$ cat src/rtl/brt_pkg.sv
package brt_pkg;
  localparam int ADDR_W   = 20;
  localparam int WORD_W   = 16;
  localparam int IDX_W    = 16;
  localparam int HI_BITS  = ADDR_W - WORD_W;
  localparam int WORD_STEP = 2;
  localparam int PTR_STEP  = 2 * WORD_STEP;

  typedef logic [ADDR_W-1:0] addr_t;
  typedef logic [WORD_W-1:0] word_t;

  typedef enum logic [2:0] {
    MD_IMM = 3'd0,
    MD_REG = 3'd1,
    MD_SYM = 3'd2,
    MD_ABS = 3'd3,
    MD_IND = 3'd4,
    MD_INC = 3'd5,
    MD_IDX = 3'd6
  } mode_e;

  function automatic addr_t wrap_add(input addr_t a, input addr_t b);
    return a + b;
  endfunction

  function automatic addr_t form_offset(input addr_t ext, input logic wide);
    if (wide) return ext;
    return {{(ADDR_W-IDX_W){ext[IDX_W-1]}}, ext[IDX_W-1:0]};
  endfunction

  function automatic logic mode_legal(input logic [2:0] m);
    return m <= 3'd6;
  endfunction

  function automatic logic mode_fetches(input logic [2:0] m);
    return mode_legal(m) && (m != 3'd0) && (m != 3'd1);
  endfunction
endpackage

$ cat src/rtl/brt_addr_gen.sv
module brt_addr_gen
  import brt_pkg::*;
(
  input  logic [2:0] mode,
  input  logic       wide,
  input  addr_t      pc,
  input  addr_t      rval,
  input  addr_t      ext,
  output addr_t      ptr,
  output addr_t      direct_tgt
);
  addr_t offset;

  always_comb begin
    offset = form_offset(ext, wide);
    unique case (mode)
      MD_SYM:  ptr = wrap_add(pc, offset);
      MD_IDX:  ptr = wrap_add(rval, offset);
      MD_ABS:  ptr = ext;
      default: ptr = rval;
    endcase
    direct_tgt = (mode == MD_IMM) ? ext : rval;
  end
endmodule

$ cat src/rtl/brt_seq.sv
module brt_seq
  import brt_pkg::*;
(
  input  logic       clk,
  input  logic       rst_n,
  input  logic       req_valid,
  input  logic [2:0] req_mode,
  input  logic       mem_rd_ready,
  output logic       accept,
  output logic       accept_direct,
  output logic       busy,
  output logic       mem_rd_valid,
  output logic       fetch_hi,
  output logic       lo_take,
  output logic       hi_take,
  output logic       done,
  output logic       wb_fire
);
  typedef enum logic [1:0] {ST_IDLE, ST_LO, ST_HI, ST_DONE} st_e;
  st_e  state;
  logic inc_q;

  assign busy          = (state != ST_IDLE);
  assign accept        = !busy && req_valid && mode_legal(req_mode);
  assign accept_direct = accept && !mode_fetches(req_mode);
  assign mem_rd_valid  = (state == ST_LO) || (state == ST_HI);
  assign fetch_hi      = (state == ST_HI);
  assign lo_take       = (state == ST_LO) && mem_rd_ready;
  assign hi_take       = (state == ST_HI) && mem_rd_ready;
  assign done          = (state == ST_DONE);
  assign wb_fire       = done && inc_q;

  always_ff @(posedge clk) begin
    if (!rst_n) begin
      state <= ST_IDLE;
      inc_q <= 1'b0;
    end else begin
      unique case (state)
        ST_IDLE: if (accept) begin
          state <= mode_fetches(req_mode) ? ST_LO : ST_DONE;
          inc_q <= (req_mode == MD_INC);
        end
        ST_LO:   if (mem_rd_ready) state <= ST_HI;
        ST_HI:   if (mem_rd_ready) state <= ST_DONE;
        default: state <= ST_IDLE;
      endcase
    end
  end

  // completion is a single-cycle pulse
  a_r10_done_single: assert property (@(posedge clk) disable iff (!rst_n)
    done |=> !done);

  // direct modes complete next cycle without reading memory
  a_r3_direct_no_fetch: assert property (@(posedge clk) disable iff (!rst_n)
    accept_direct |=> done && !mem_rd_valid);

  // the unused mode code leaves the block idle
  a_r12_bad_mode_idle: assert property (@(posedge clk) disable iff (!rst_n)
    (!busy && req_valid && req_mode == 3'd7) |=> !busy);
endmodule

$ cat src/rtl/brt_target.sv
module brt_target
  import brt_pkg::*;
(
  input  logic  clk,
  input  logic  rst_n,
  input  logic  accept,
  input  addr_t ptr_in,
  input  addr_t direct_in,
  input  logic  fetch_hi,
  input  logic  lo_take,
  input  logic  hi_take,
  input  word_t rd_data,
  output addr_t rd_addr,
  output addr_t tgt,
  output addr_t wb_val
);
  addr_t ptr_q;
  addr_t tgt_q;

  always_ff @(posedge clk) begin
    if (!rst_n) begin
      ptr_q <= '0;
      tgt_q <= '0;
    end else begin
      if (accept) begin
        ptr_q <= ptr_in;
        tgt_q <= direct_in;
      end
      if (lo_take) tgt_q[WORD_W-1:0] <= rd_data;
      if (hi_take) tgt_q[ADDR_W-1:WORD_W] <= rd_data[HI_BITS-1:0];
    end
  end

  assign rd_addr = fetch_hi ? wrap_add(ptr_q, addr_t'(WORD_STEP)) : ptr_q;
  assign tgt     = tgt_q;
  assign wb_val  = wrap_add(ptr_q, addr_t'(PTR_STEP));

  // a high-word capture changes only the top bits of the target
  a_r13_hi_keeps_low: assert property (@(posedge clk) disable iff (!rst_n)
    hi_take |=> tgt[WORD_W-1:0] == $past(tgt[WORD_W-1:0]));
endmodule

$ cat src/rtl/branch_target_resolver.sv
module branch_target_resolver
  import brt_pkg::*;
(
  input  logic        clk,
  input  logic        rst_n,
  input  logic        req_valid,
  input  logic [2:0]  req_mode,
  input  logic        req_wide,
  input  logic [19:0] req_pc,
  input  logic [19:0] req_reg,
  input  logic [19:0] req_ext,
  output logic        busy,
  output logic        mem_rd_valid,
  output logic [19:0] mem_rd_addr,
  input  logic        mem_rd_ready,
  input  logic [15:0] mem_rd_data,
  output logic        pc_we,
  output logic [19:0] pc_next,
  output logic        reg_we,
  output logic [19:0] reg_wdata,
  output logic        done
);
  addr_t ptr_w, direct_w;
  logic  accept_w, accept_direct_w, fetch_hi_w, lo_take_w, hi_take_w, wb_fire_w;

  brt_addr_gen u_addr (
    .mode(req_mode), .wide(req_wide), .pc(req_pc), .rval(req_reg),
    .ext(req_ext), .ptr(ptr_w), .direct_tgt(direct_w)
  );

  brt_seq u_seq (
    .clk(clk), .rst_n(rst_n), .req_valid(req_valid), .req_mode(req_mode),
    .mem_rd_ready(mem_rd_ready), .accept(accept_w),
    .accept_direct(accept_direct_w), .busy(busy),
    .mem_rd_valid(mem_rd_valid), .fetch_hi(fetch_hi_w), .lo_take(lo_take_w),
    .hi_take(hi_take_w), .done(done), .wb_fire(wb_fire_w)
  );

  brt_target u_tgt (
    .clk(clk), .rst_n(rst_n), .accept(accept_w), .ptr_in(ptr_w),
    .direct_in(direct_w), .fetch_hi(fetch_hi_w), .lo_take(lo_take_w),
    .hi_take(hi_take_w), .rd_data(mem_rd_data), .rd_addr(mem_rd_addr),
    .tgt(pc_next), .wb_val(reg_wdata)
  );

  assign pc_we  = done;
  assign reg_we = wb_fire_w;

  // a stalled read keeps its address
  a_r9_addr_hold: assert property (@(posedge clk) disable iff (!rst_n)
    (mem_rd_valid && !mem_rd_ready) |=> mem_rd_valid && $stable(mem_rd_addr));

  // the high-word read follows the low-word read two bytes up
  a_r4_hi_follows_lo: assert property (@(posedge clk) disable iff (!rst_n)
    lo_take_w |=> mem_rd_valid && (mem_rd_addr == $past(mem_rd_addr) + 20'd2));

  // register write-back only alongside the program-counter load
  a_r8_wb_with_pc: assert property (@(posedge clk) disable iff (!rst_n)
    reg_we |-> pc_we);

  // no activity while in reset
  a_r1_reset_quiet: assert property (@(posedge clk)
    !rst_n |=> !busy);
endmodule

$ cat config.mk
export PLATFORM = sky130hd
export DESIGN_NAME = branch_target_resolver
export DESIGN_NICKNAME = d
export VERILOG_FILES = /design/src/rtl/brt_pkg.sv /design/src/rtl/brt_addr_gen.sv /design/src/rtl/brt_seq.sv /design/src/rtl/brt_target.sv /design/src/rtl/branch_target_resolver.sv
export SDC_FILE = /design/constraint.sdc
export NUM_CORES = 1
export LEC_CHECK = 0
export ABC_CLOCK_PERIOD_IN_PS = 7820
export BUFFER_PORTS_ARGS = -buffer_cell sky130_fd_sc_hd__buf_2
export CAP_MARGIN = 0
export CORE_ASPECT_RATIO = 0.5
export CORE_MARGIN = 5
export CORE_UTILIZATION = 35
export CTS_BUF_LIST = sky130_fd_sc_hd__clkbuf_4 sky130_fd_sc_hd__clkbuf_8
export CTS_CLUSTER_SIZE = 14
export DETAILED_ROUTE_END_ITERATION = 8
export PLACE_DENSITY = 0.71
export SLEW_MARGIN = 20
export SYNTH_ARGS = -nofsm -noshare
export SYNTH_HDL_FRONTEND = slang
export SYNTH_SLANG_ARGS = --single-unit
export TNS_END_PERCENT = 20
$ cat constraint.sdc
create_clock -name clk -period 7.82 [get_ports clk]
set_input_delay 0 -clock clk [delete_from_list [all_inputs] [get_ports clk]]
set_output_delay 0 -clock clk [all_outputs]
set_load 0.02 [all_outputs]
======== Word-level counts from Yosys, hierarchy flattened ========
Index checks and enable logic that the tools add are counted.
word-level totals
  register bits after elaboration ......... 43
  input bits .............................. 84
  output and inout bits ................... 65
  logic and storage cells ................. 52
operators by class
  add/subtract/negate cells ............... 4
  magnitude comparators ................... 1
  eq/ne operators ......................... 11
  mux-type cells .......................... 14
  reduce and logical (&&, ||, !) cells .... 17
operator list
  cell                     number
  $mux W20                 5
  $pmux W20 S3             1
  $add A20 B20 Y20         2
  $add A20 B2 Y20 const B  1
  $add A20 B3 Y20 const B  1
  $mux W16                 1
  $mux W2                  4
  $logic_and A1 B1 Y1      7
  $eq A3 B2 Y1 const B     2
  $eq A3 B3 Y1 const B     2
  $ne A2 B2 Y1 const B     3
  $pmux W2 S3              1
  $reduce_bool A2 Y1       3
  $eq A2 B2 Y1 const B     2
  $mux W4                  1
  $le A3 B3 Y1 const B     1
  $logic_not A3 Y1         1
  $ne A3 B1 Y1 const B     1
  $reduce_and A3 Y1        1
  $reduce_bool A3 Y1       1
  $eq A2 B1 Y1 const B     1
  $logic_not A2 Y1         1
  $reduce_and A2 Y1        1
  $logic_not A1 Y1         1
  2 further kinds          2

======== Logic depth before layout (Yosys ltp) ========
Gate-level depths: netlist (run 1).
  depth after elaboration ................. 6
  gate-level depth with buffers ........... 14
  mapped depth without buffers ............ 12

======== By module ========
A second synthesis (run 1) with hierarchy kept.
second synthesis, totals
  cell total of the unflattened synthesis .. 564
  area, all modules ....................... 4657.0 µm²
modules (own cells, without submodules)
  module                  times used  cells each  area each (µm²)  seq. area each (µm²)
  brt_target              1           272         2411.1           800.8
  brt_addr_gen            1           259         1966.9           0.0
  brt_seq                 1           32          271.5            60.1
  branch_target_resolver  1           1           7.5              0.0

======== Worst setup path before layout (run 1) ========
Ideal clock, no wire load.
  path kind ............................... input-to-reg
  start point ............................. in req_mode[0]
  end point ............................... reg u_tgt.ptr_q[18]
  library setup time ...................... 120 ps
  arrival ................................. 2714 ps
  required time ........................... 7700 ps
  path slack .............................. 4986 ps
  stages .................................. 13
  path buffers ............................ 3
  cells stage by stage .................... buf_2 and2b_1 nand2_1 buf_2 buf_2 mux2_2 ha_1 and2b_1 o31a_2 o211ai_1 a21oi_1 mux2i_1 or2_1
between the ends
  longest elaborated chain between the ends .. 2
  elaborated cells between the ends (all ways) .. 6
  classes of those cells .................. order compare (1); eq/ne (3); mux (1); reduce/logical (1)
ends and longest elaborated chain
  item                                                        line                               text
  start, declared                                             branch_target_resolver.sv:7        input logic [2:0] req_mode,
  $le A3 B3 Y1 (tied with other cells)                        brt_pkg.sv:32                      return m <= 3'd6;
  $logic_and A1 B1 Y1 / $pmux W20 S3 (equally long branches)  brt_seq.sv:24, brt_addr_gen.sv:16
  end signal, assigned                                        brt_target.sv:26                   ptr_q <= ptr_in;
  end, declared                                               brt_target.sv:17                   addr_t ptr_q;
Several ways; a longest one is shown, not always the timed one.
A chain may end at the register's enable or synchronous reset.

======== Worst setup path after layout (run 1) ========
  start point ............................. in req_mode[0]
  end point ............................... reg u_tgt.ptr_q[16]
Same word-level chain as after synthesis.

==> flow_metrics.tcl, run 1 <==
set metrics [dict create \
    status "finished clean" \
    max_freq_ghz 0.283 \
    rows 28 \
    slew_headroom 0.355 \
    skew_ns 0.00509 \
    critical_path.slowest_cell "nand2_1" \
    path_delay_family "simple AND/OR/NAND/NOR gates" \
    met3WireLength_um 1440 \
    report.final.slew_viol_count 0 \
    design_power_total_mw 1.25 \
    synth_async_sr_flop_share 0 \
    rsz0062_at_grt "false" \
    grt_use_total 0.195 \
    crit_buf_inv 2 \
    drive_above_1_share 0.282 \
    leakagePower_nw 2.43 \
    core_region_area_mm2 0.0120 \
    met1_length_um 7100 \
    drt_iter0_drc 462 \
    cp-start-kind "input port" \
    layout.nets 803 \
    cts-root-buf "clkbuf_8" \
    whs_ns 0.0454 \
    fin_crit_sh 0.452 \
    dp_hpwl_um 12100 \
    synth_cell_types 65 \
    clk_pin_slew_worst_paths_ns 0.08 \
    ys_ff_latch 43 \
    seq_power_share 0.294 \
    place.gp.congestion 0.908 \
    ios 149 \
    numCtsBuffers 5 \
    synth_cells 563 \
    drv_cap 0 \
    routed.top_layer "met4" \
    synthesis.area_mm2 0.00437 \
    grt_pass1_wl_um 23700 \
    antenna_cells 0 \
    synth.net_count 675 \
    crit_chain "buf_2 -> and2b_1 -> nand2_1 -> mux2_2 -> ha_1 -> inv_1 -> fa_1 -> and2b_1 -> o31a_2 -> o2111ai_1 -> o311ai_2 -> xnor2_1 -> o22ai_1" \
    drc 0 \
    fin_tns_setup_ns 0 \
    met2_length_um 6730 \
    insertion_delay_ns 0.30 \
    hp-class "in -> reg" \
    drt-total-wl_um 15400 \
    critPathMaxFanout 20 \
    cts_setup_buffers 0 \
    worstMarginPinSlew_ns 0.967 \
    required_ns 8.00 \
    io_buffers 148 \
    syn_avg_cell_area_um2 7.76 \
    die_area_mm2 0.0149 \
    area_growth_syn_to_layout_pct 22.7 \
    grt_max_degree 52 \
    ant_nets 0 \
    grt-ovfl-total 0 \
    cts_tree "built" \
    vias_per_cell 5.62 \
    cts-resized-gates 0 \
    crit_type "in -> reg" \
    ys_seq_area_frac 0.197 \
    hold_viol_final 0 \
    intPower_mw 0.638 \
    critical_path.endpoint_type "register" \
    synthFlopType "dfxtp_1" \
    post-route-min-period_ns 3.53 \
    cpMostUsedCell "and2b_1" \
    die_w_um 168 \
    start_util 0.363 \
    powerDensity_mw_per_mm2 234 \
    drtPass1Iterations 5 \
    cp_slowest_stage_delay_ns 0.68 \
    power.share.combinational 0.577 \
    antenna_found_initial 0 \
    pwr-share-clk 0.129 \
    p_sw_frac 0.490 \
    clock_sinks 43 \
    setup_viol 0 \
    htree_levels 2 \
    yosysWarningCount 0 \
    clock_path_buffers 2 \
    first_global_vias 4445 \
    p_switching_mw 0.614 \
    fp.dieH_um 89.0 \
    vias 4814 \
    avgRoutedWirePerCell_um 18.0 \
    synth_edf_count 0 \
    arrival_ns 3.71 \
    peakVddDrop_mv 0.0827 \
]
==> worst paths after layout <==
check | start | endpoint | slack [ns] | cells past startpoint
worst max-delay path | req_mode[0] | u_tgt.ptr_q[16] | 4.29 | 13
worst min-delay path | req_reg[14] | u_tgt.ptr_q[14] | 0.05 | 3
worst max register to register | u_seq.state[1] | u_tgt.ptr_q[18] | 5.15 | 9
worst min register to register | u_seq.inc_q | u_seq.inc_q | 0.52 | 2
==> cell usage after synthesis (all sizes together), types with 3 or more instances <==
cell,n,area (um^2)
and3,4,25.0
xor2,16,140
o22ai,8,50.1
a21oi,51,263
dfxtp,43,861
nor2,75,282
xnor2,27,236
o2111ai,3,26.3
inv,17,63.8
a211oi,21,170
nand2,38,145
nand3,17,90.1
a221oi,18,175
ha,27,338
mux2,19,214
and2,5,31.3
o21ai,30,154
and4,4,35.0
o21a,3,22.5
a22oi,3,22.5
and3b,3,26.3
a31oi,5,31.3
a21o,7,52.6
buf,27,184
o211ai,3,22.5
mux2i,23,230
clkbuf,19,71.3
nor3,10,65.1
nand4,9,56.3
==> worst reg2reg max path: cells and delay by family (launching register included) <==
kind | cells | cell delay (ns)
and+or+nand+nor | 4 | 1.06
buffers and inverters | 2 | 0.61
DFF | 1 | 0.35
adders and majority gates | 1 | 0.29
AOI/OAI and AO/OA | 1 | 0.18
muxes | 1 | 0.12
==> per-stage QoR <==
step                      cells   util  worst slack [ns]  instance area (um^2)
after global routing        857  0.446              3.99                  5360
after detailed placement    832  0.423              4.05                  5080
after floorplan             563      -              4.99                  4370
after CTS                   856  0.445              4.35                  5350
final                       857  0.446              4.29                  5360
after global placement      832  0.423              4.15                  5080
==> final cells by class <==
type | count | area (um^2)
Clock buffer | 7 | 96.3
Clock inverter | 1 | 7.51
Fill cell | 1193 | 6660
Inverter | 17 | 63.8
Multi-Input combinational cell | 457 | 3190
Sequential cell | 43 | 861
Tap cell | 165 | 206
Timing Repair Buffer | 167 | 931
==> registers in the layout (all words and copies together) (netlist names) <==
| name | count |
|---|---|
| u_tgt.ptr_q | 20 |
| u_tgt.tgt | 20 |
| u_seq.state | 2 |
| u_seq.inc_q | 1 |
==> kinds of logic (layout without fill, tap and decap cells) <==
family                   after synthesis  in the layout  share of synthesized area
adder cells (fa/ha/maj)               28             28                     0.0819
buffers and inverters                 63            192                     0.0730
XOR/XNOR                              43             43                     0.0862
multiplexers                          42             42                      0.102
flip-flops                            43             43                      0.197
AND/OR/NAND/NOR                      176            176                      0.193
AO/OA/AOI/OAI                        168            168                      0.267
==> routing by layer <==
metal  up-vias  GRT usage
met5         -          0
met4         0     0.0383
met3        21     0.0261
met2       204      0.314
met1      2287      0.283
li1       2302          -
==> power groups by stage <==
stage / clock (mW) / combinational, mW / sequential [mW]
after floorplan: 0 / 0.507 / 0.366
after global placement: 0 / 0.696 / 0.366
after detailed placement: 0 / 0.705 / 0.368
after CTS: 0.160 / 0.714 / 0.364
after global routing: 0.168 / 0.788 / 0.375
final: 0.161 / 0.723 / 0.368
==> placed cells by master (no fill, tap or decap), drive strengths merged, types with 3 or more instances in the layout <==
cell	n
a211oi	21
a21o	7
a21oi	51
a221oi	18
a22oi	3
a31oi	5
and2	5
and3	4
and3b	3
and4	4
buf	151
clkbuf	7
dfxtp	43
dlygate4sd3	16
ha	27
inv	17
mux2	19
mux2i	23
nand2	38
nand3	17
nand4	9
nor2	75
nor3	10
o2111ai	3
o211ai	3
o21a	3
o21ai	30
o22ai	8
xnor2	27
xor2	16
==> timing repair <==
item                                    in CTS  in global routing
hold buffers                                16                  0
endpoints found under the setup margin       0                  0
endpoints found under the hold margin       19                  0
Power figures use the tool's default switching activity.
==> inputs of run 2 (changes only) <==
Settings changed: ABC_AREA set to 1, ABC_CLOCK_PERIOD_IN_PS 7820 to 3700.
Clock period 7.82 ns to 3.7 ns, I/O delays scaled along.
==> flow_metrics.tcl, run 2 <==
set metrics [dict create \
    status "finished clean" \
    rsz0062_at_grt "false" \
    cts-resized-gates 0 \
    post-route-min-period_ns 2.74 \
    ant_nets 0 \
    slew_headroom 0.460 \
    syn_avg_cell_area_um2 6.05 \
    synth_most_common_cell "nand2_1" \
    peakVddDrop_mv 0.213 \
    io_buffers 148 \
    critical_path.slowest_cell "nand3_1" \
    synth.top_cell.area_share 0.195 \
    ys_top_cells_by_area "dfxtp_1 (19%), nand2_1 (18%), inv_1 (7.8%), ha_1 (7.6%), o21ai_0 (6.8%)" \
    r2r_start "u_seq.state[1]" \
    pwr-share-clk 0.136 \
    fin_tns_setup_ns 0 \
    drc 0 \
    grt-ovfl-total 0 \
    drive_above_1_share 0.207 \
    core_region_area_mm2 0.0125 \
    fillers 1331 \
    grt_pass1_wl_um 26700 \
    p_switching_mw 1.36 \
    place_area_mm2 0.00524 \
    ys_seq_area_frac 0.195 \
    hold_viol_final 0 \
    fp.dieH_um 89.5 \
    synth_cell_types 37 \
    crit_buf_inv 4 \
    synth.net_count 843 \
    synth_cells 731 \
    reg2reg_to "u_tgt.ptr_q[1]" \
    die_w_um 169 \
    cts_hold_buf 25 \
    vias 5467 \
    synth_async_sr_flop_share 0 \
    whs_ns 0.00731 \
    hold_path.startpoint "req_reg[6]" \
    cts-root-buf "clkbuf_8" \
    clk_pin_slew_worst_paths_ns 0.10 \
    clock_sinks 43 \
    drt_iter0_drc 624 \
    worstMarginPinSlew_ns 0.808 \
    synthesis.area_mm2 0.00442 \
    max_freq_ghz 0.365 \
    cpMostUsedCell "nand2_1" \
    antenna_found_initial 0 \
    setup_viol 0 \
    p_sw_frac 0.521 \
    intPower_mw 1.25 \
    crit_chain "buf_2 -> inv_1 -> nand3_1 -> o21ai_0 -> ha_1 -> inv_1 -> fa_1 -> inv_1 -> nand3_1 -> nand3_1 -> nand2_1 -> nand2_1 -> nand2_1 -> nand2_1 -> nand2_1 -> nand3_1 -> a21oi_1" \
    synth_top_area_cell "dfxtp_1" \
    numCtsBuffers 5 \
    rows 29 \
    r2r_setup_slack_ns 1.21 \
    path_delay_family "simple AND/OR/NAND/NOR gates" \
    whs_endpoint "u_tgt.ptr_q[6]" \
    cp-start-kind "input port" \
    htree_levels 2 \
    place.gp.congestion 1.03 \
    area_growth_syn_to_layout_pct 26.3 \
    antenna_cells 0 \
    synth_edf_count 0 \
    arrival_ns 2.94 \
    critPathMaxFanout 22 \
    die_area_mm2 0.0151 \
    first_global_vias 5094 \
    rr_worst_depth 10 \
    grt_max_degree 31 \
    required_ns 3.90 \
    crit_type "in -> reg" \
    avgRoutedWirePerCell_um 16.6 \
    power.share.combinational 0.589 \
    drt-total-wl_um 17500 \
    dp_hpwl_um 13900 \
    leakagePower_nw 2.97 \
    drtPass1Iterations 6 \
    fin_crit_sh 0.740 \
    skew_ns 0.00500 \
    cts_setup_buffers 0 \
    powerDensity_mw_per_mm2 468 \
    hold_depth 3 \
    hp-class "in -> reg" \
    cts_tree "built" \
    cp_slowest_stage_delay_ns 0.59 \
    layout_commonest_cell "nand2_1" \
    yosysWarningCount 0 \
    seq_power_share 0.274 \
    fin_area_mm2 0.00558 \
    utilization 0.446 \
    critical_path.endpoint_type "register" \
    design_power_total_mw 2.62 \
    ios 149 \
    start_util 0.353 \
    insertion_delay_ns 0.32 \
    drv_cap 0 \
    ys_ff_latch 43 \
    synthTopCellsByCount "nand2_1 (211), inv_1 (92), o21ai_0 (60), nor2_1 (52), dfxtp_1 (43)" \
    report.final.slew_viol_count 0 \
    clock_path_buffers 2 \
    final_cell_mix "nand2_1 (211), buf_2 (148), inv_1 (92)" \
    synthFlopType "dfxtp_1" \
    layout.nets 996 \
    grt_use_total 0.223 \
    vias_per_cell 5.18 \
]
==> run 2: cell types whose count changed in the layout (fill, tap and decap cells not counted), sizes merged, moves of 19 or more <==
| cell | change |
|---|---|
| mux2i | -22 |
| xnor2 | -27 |
| nand2 | +177 |
| a211oi | -21 |
| inv | +78 |
| o21ai | +34 |
| mux2 | -19 |
==> run 2: metrics by stage <==
stage / cells / worst slack [ns]
2_1_floorplan: 731 / 1.78
3_3_place_gp: 1022 / 0.754
3_5_place_dp: 1022 / 0.677
4_1_cts: 1055 / 1.01
5_1_grt: 1055 / 0.661
6_report: 1055 / 0.962
==> run 2: worst max-delay path by stage <==
stage,cells after the start,start,end
floorplan,17,req_mode[0],u_tgt.ptr_q[12]
global placement,13,req_mode[0],u_tgt.ptr_q[9]
detailed placement,17,req_mode[0],u_tgt.ptr_q[12]
CTS,16,req_mode[0],u_tgt.ptr_q[12]
global route,16,req_mode[0],u_tgt.ptr_q[16]
finish,17,req_mode[0],u_tgt.ptr_q[16]
==> run 2: final cells by class <==
class                   count  area, um^2  share of cell area
multi-input cells         561        3030               0.542
well taps                 170         213              0.0381
flip-flops and latches     43         861               0.154
clock inverters             2        16.3             0.00291
repair buffers            178        1030               0.184
inverters                  95         357              0.0639
clock buffers               6        82.6              0.0148
==> run 2: worst reg2reg max path: cells and delay by family (launching register included) <==
family,cells,cell delay [ns]
AO/OA/AOI/OAI,2,0.32
adder cells (fa/ha/maj),1,0.26
flip-flops,1,0.38
buffers and inverters,5,1.33
AND/OR/NAND/NOR,2,0.16
==> run 2: power groups by stage <==
stage / registers, mW / logic, mW / clock network (mW)
2_1_floorplan: 0.736 / 0.986 / 0
3_3_place_gp: 0.720 / 1.48 / 0
3_5_place_dp: 0.723 / 1.50 / 0
4_1_cts: 0.714 / 1.53 / 0.359
5_1_grt: 0.731 / 1.70 / 0.379
6_report: 0.718 / 1.54 / 0.357
==> run 2: cells by family after synthesis <==
family | Yosys count | synth area share
XOR/XNOR | 24 | 0.0475
buffers and inverters | 127 | 0.121
flip-flops | 43 | 0.195
AO/OA/AOI/OAI | 163 | 0.223
multiplexers | 1 | 0.00226
AND/OR/NAND/NOR | 345 | 0.331
adder cells (fa/ha/maj) | 28 | 0.0809
==> run 2: per-layer routing <==
layer	global-route usage	wire (um)	vias to the layer above
met5	0	0	-
met2	0.358	7590	232
met1	0.317	8180	2489
li1	-	-	2729
met3	0.0468	1610	17
met4	0.0339	150	0
==> inputs of run 3 (changes only) <==
Settings changed: ABC_AREA 1 to 0, ABC_CLOCK_PERIOD_IN_PS 3700 to 2800.
Clock period 3.7 ns to 2.8 ns, I/O delays scaled along.
==> flow_metrics.tcl, run 3 (synthesis gave the netlist of run 1 again) <==
set metrics [dict create \
    status "finished clean" \
    first_global_vias 4502 \
    avgRoutedWirePerCell_um 17.7 \
    ios 149 \
    max_freq_ghz 0.395 \
    fin_crit_sh 0.904 \
    vias_per_cell 5.56 \
    fin_area_mm2 0.00557 \
    place.gp.congestion 0.951 \
    rows 28 \
    powerDensity_mw_per_mm2 665 \
    ant_nets 0 \
    drt_iter0_drc 465 \
    slew_headroom 0.465 \
    hp-class "in -> reg" \
    post-route-min-period_ns 2.53 \
    drt-total-wl_um 15600 \
    whs_ns 0.0544 \
    seq_power_share 0.271 \
    cp-start-kind "input port" \
    arrival_ns 2.71 \
    core_region_area_mm2 0.0120 \
    clock_path_buffers 2 \
    final_cell_mix "buf_2 (148), nor2_1 (75), a21oi_1 (49)" \
    clk_pin_slew_worst_paths_ns 0.08 \
    fp.dieH_um 89.0 \
    drive_above_1_share 0.307 \
    leakagePower_nw 2.56 \
    grt_max_degree 36 \
    p_switching_mw 1.74 \
    fillers 1156 \
    drc 0 \
    antenna_found_initial 0 \
    numCtsBuffers 5 \
    hold_viol_final 0 \
    clock_sinks 43 \
    place_area_mm2 0.00528 \
    crit_type "in -> reg" \
    drtPass1Iterations 5 \
    power.share.combinational 0.568 \
    htree_levels 2 \
    skew_ns 0.00712 \
    start_util 0.363 \
    grt_use_total 0.198 \
    setup_viol 0 \
    required_ns 2.98 \
    rsz0062_at_grt "false" \
    critPathMaxFanout 9 \
    design_power_total_mw 3.71 \
    cts_tree "built" \
    insertion_delay_ns 0.30 \
    grt-ovfl-total 0 \
    critical_path.endpoint_type "register" \
    report.final.slew_viol_count 0 \
    cts-root-buf "clkbuf_8" \
    dp_hpwl_um 12400 \
    pwr-share-clk 0.161 \
    layout_commonest_cell "buf_2" \
    utilization 0.464 \
    intPower_mw 1.97 \
    p_sw_frac 0.469 \
    fin_tns_setup_ns 0 \
    peakVddDrop_mv 0.325 \
    vias 4904 \
    io_buffers 148 \
    area_growth_syn_to_layout_pct 27.6 \
    layout.nets 828 \
    die_area_mm2 0.0149 \
    die_w_um 168 \
    grt_pass1_wl_um 24000 \
    antenna_cells 0 \
    worstMarginPinSlew_ns 0.802 \
    drv_cap 0 \
]
[run 3: changes by cell type in the layout (fill, tap and decap cells not counted), sizes merged, moves of 9 or more]
cell         before  now
dlygate4sd3      25   16
buf             153  176
nand2           215   38
a21oi            42   51
nand3            34   17
inv              95   17
nor2             58   75
mux2              0   19
o21ai            64   30
a211oi            0   21
a31oi            22    5
mux2i             1   23
xnor2             0   27
[run 3: power by group through the flow]
stage,Combinational [mW],Sequential [mW],Clock [mW]
after detailed placement,2.06,1.01,0
after global routing,2.30,1.03,0.621
after floorplan,1.42,1.02,0
after CTS,2.08,0.995,0.594
after global placement,2.03,1.00,0
final,2.11,1.00,0.596
[run 3: final timing paths]
check                       from               to  slack (ns)  cells after the start
setup reg to reg  u_seq.state[0]  u_tgt.ptr_q[17]        0.83                      8
hold / removal       req_ext[14]  u_tgt.ptr_q[14]        0.05                      3
setup / recovery     req_mode[0]  u_tgt.ptr_q[17]        0.27                     12
hold reg to reg      u_seq.inc_q      u_seq.inc_q        0.53                      2
[run 3: layout make-up]
cell class | count | area [um^2] | area share
multi-input cells | 457 | 3190 | 0.573
repair buffers | 192 | 1110 | 0.199
flip-flops and latches | 43 | 861 | 0.154
well taps | 165 | 206 | 0.0370
clock buffers | 6 | 76.3 | 0.0137
inverters | 17 | 63.8 | 0.0115
clock inverters | 2 | 60.1 | 0.0108
[run 3: routing by layer]
layer / vias up / GRT usage / wire length, um
met5: - / 0 / 0
met4: 0 / 0.0412 / 157
met3: 14 / 0.0216 / 1420
met2: 211 / 0.320 / 6890
met1: 2316 / 0.287 / 7180
li1: 2363 / - / -
[run 3: worst max-delay path: stages]
cell and delay (ns):
buf_2 0.09, and2b_1 0.22, nand2_1 0.13, buf_4 0.20, mux2_2 0.35, ha_1 0.40
nand2_1 0.09, o21ai_1 0.21, a21oi_1 0.11, o41ai_1 0.59, and3b_1 0.27, nor3_2 0.05
[run 3: stage by stage]
step | setup slack (ns) | instances
floorplan | 0.0181 | 563
global placement | 0.0586 | 858
detailed placement | 0.0907 | 858
CTS | 0.362 | 882
global route | 0.136 | 882
finish | 0.269 | 882
[run 3: what timing repair did]
action                                 CTS  global route
buffers inserted                         0             0
hold buffers                            16             0
resized for setup                        0             0
endpoints found under the hold margin   19             0
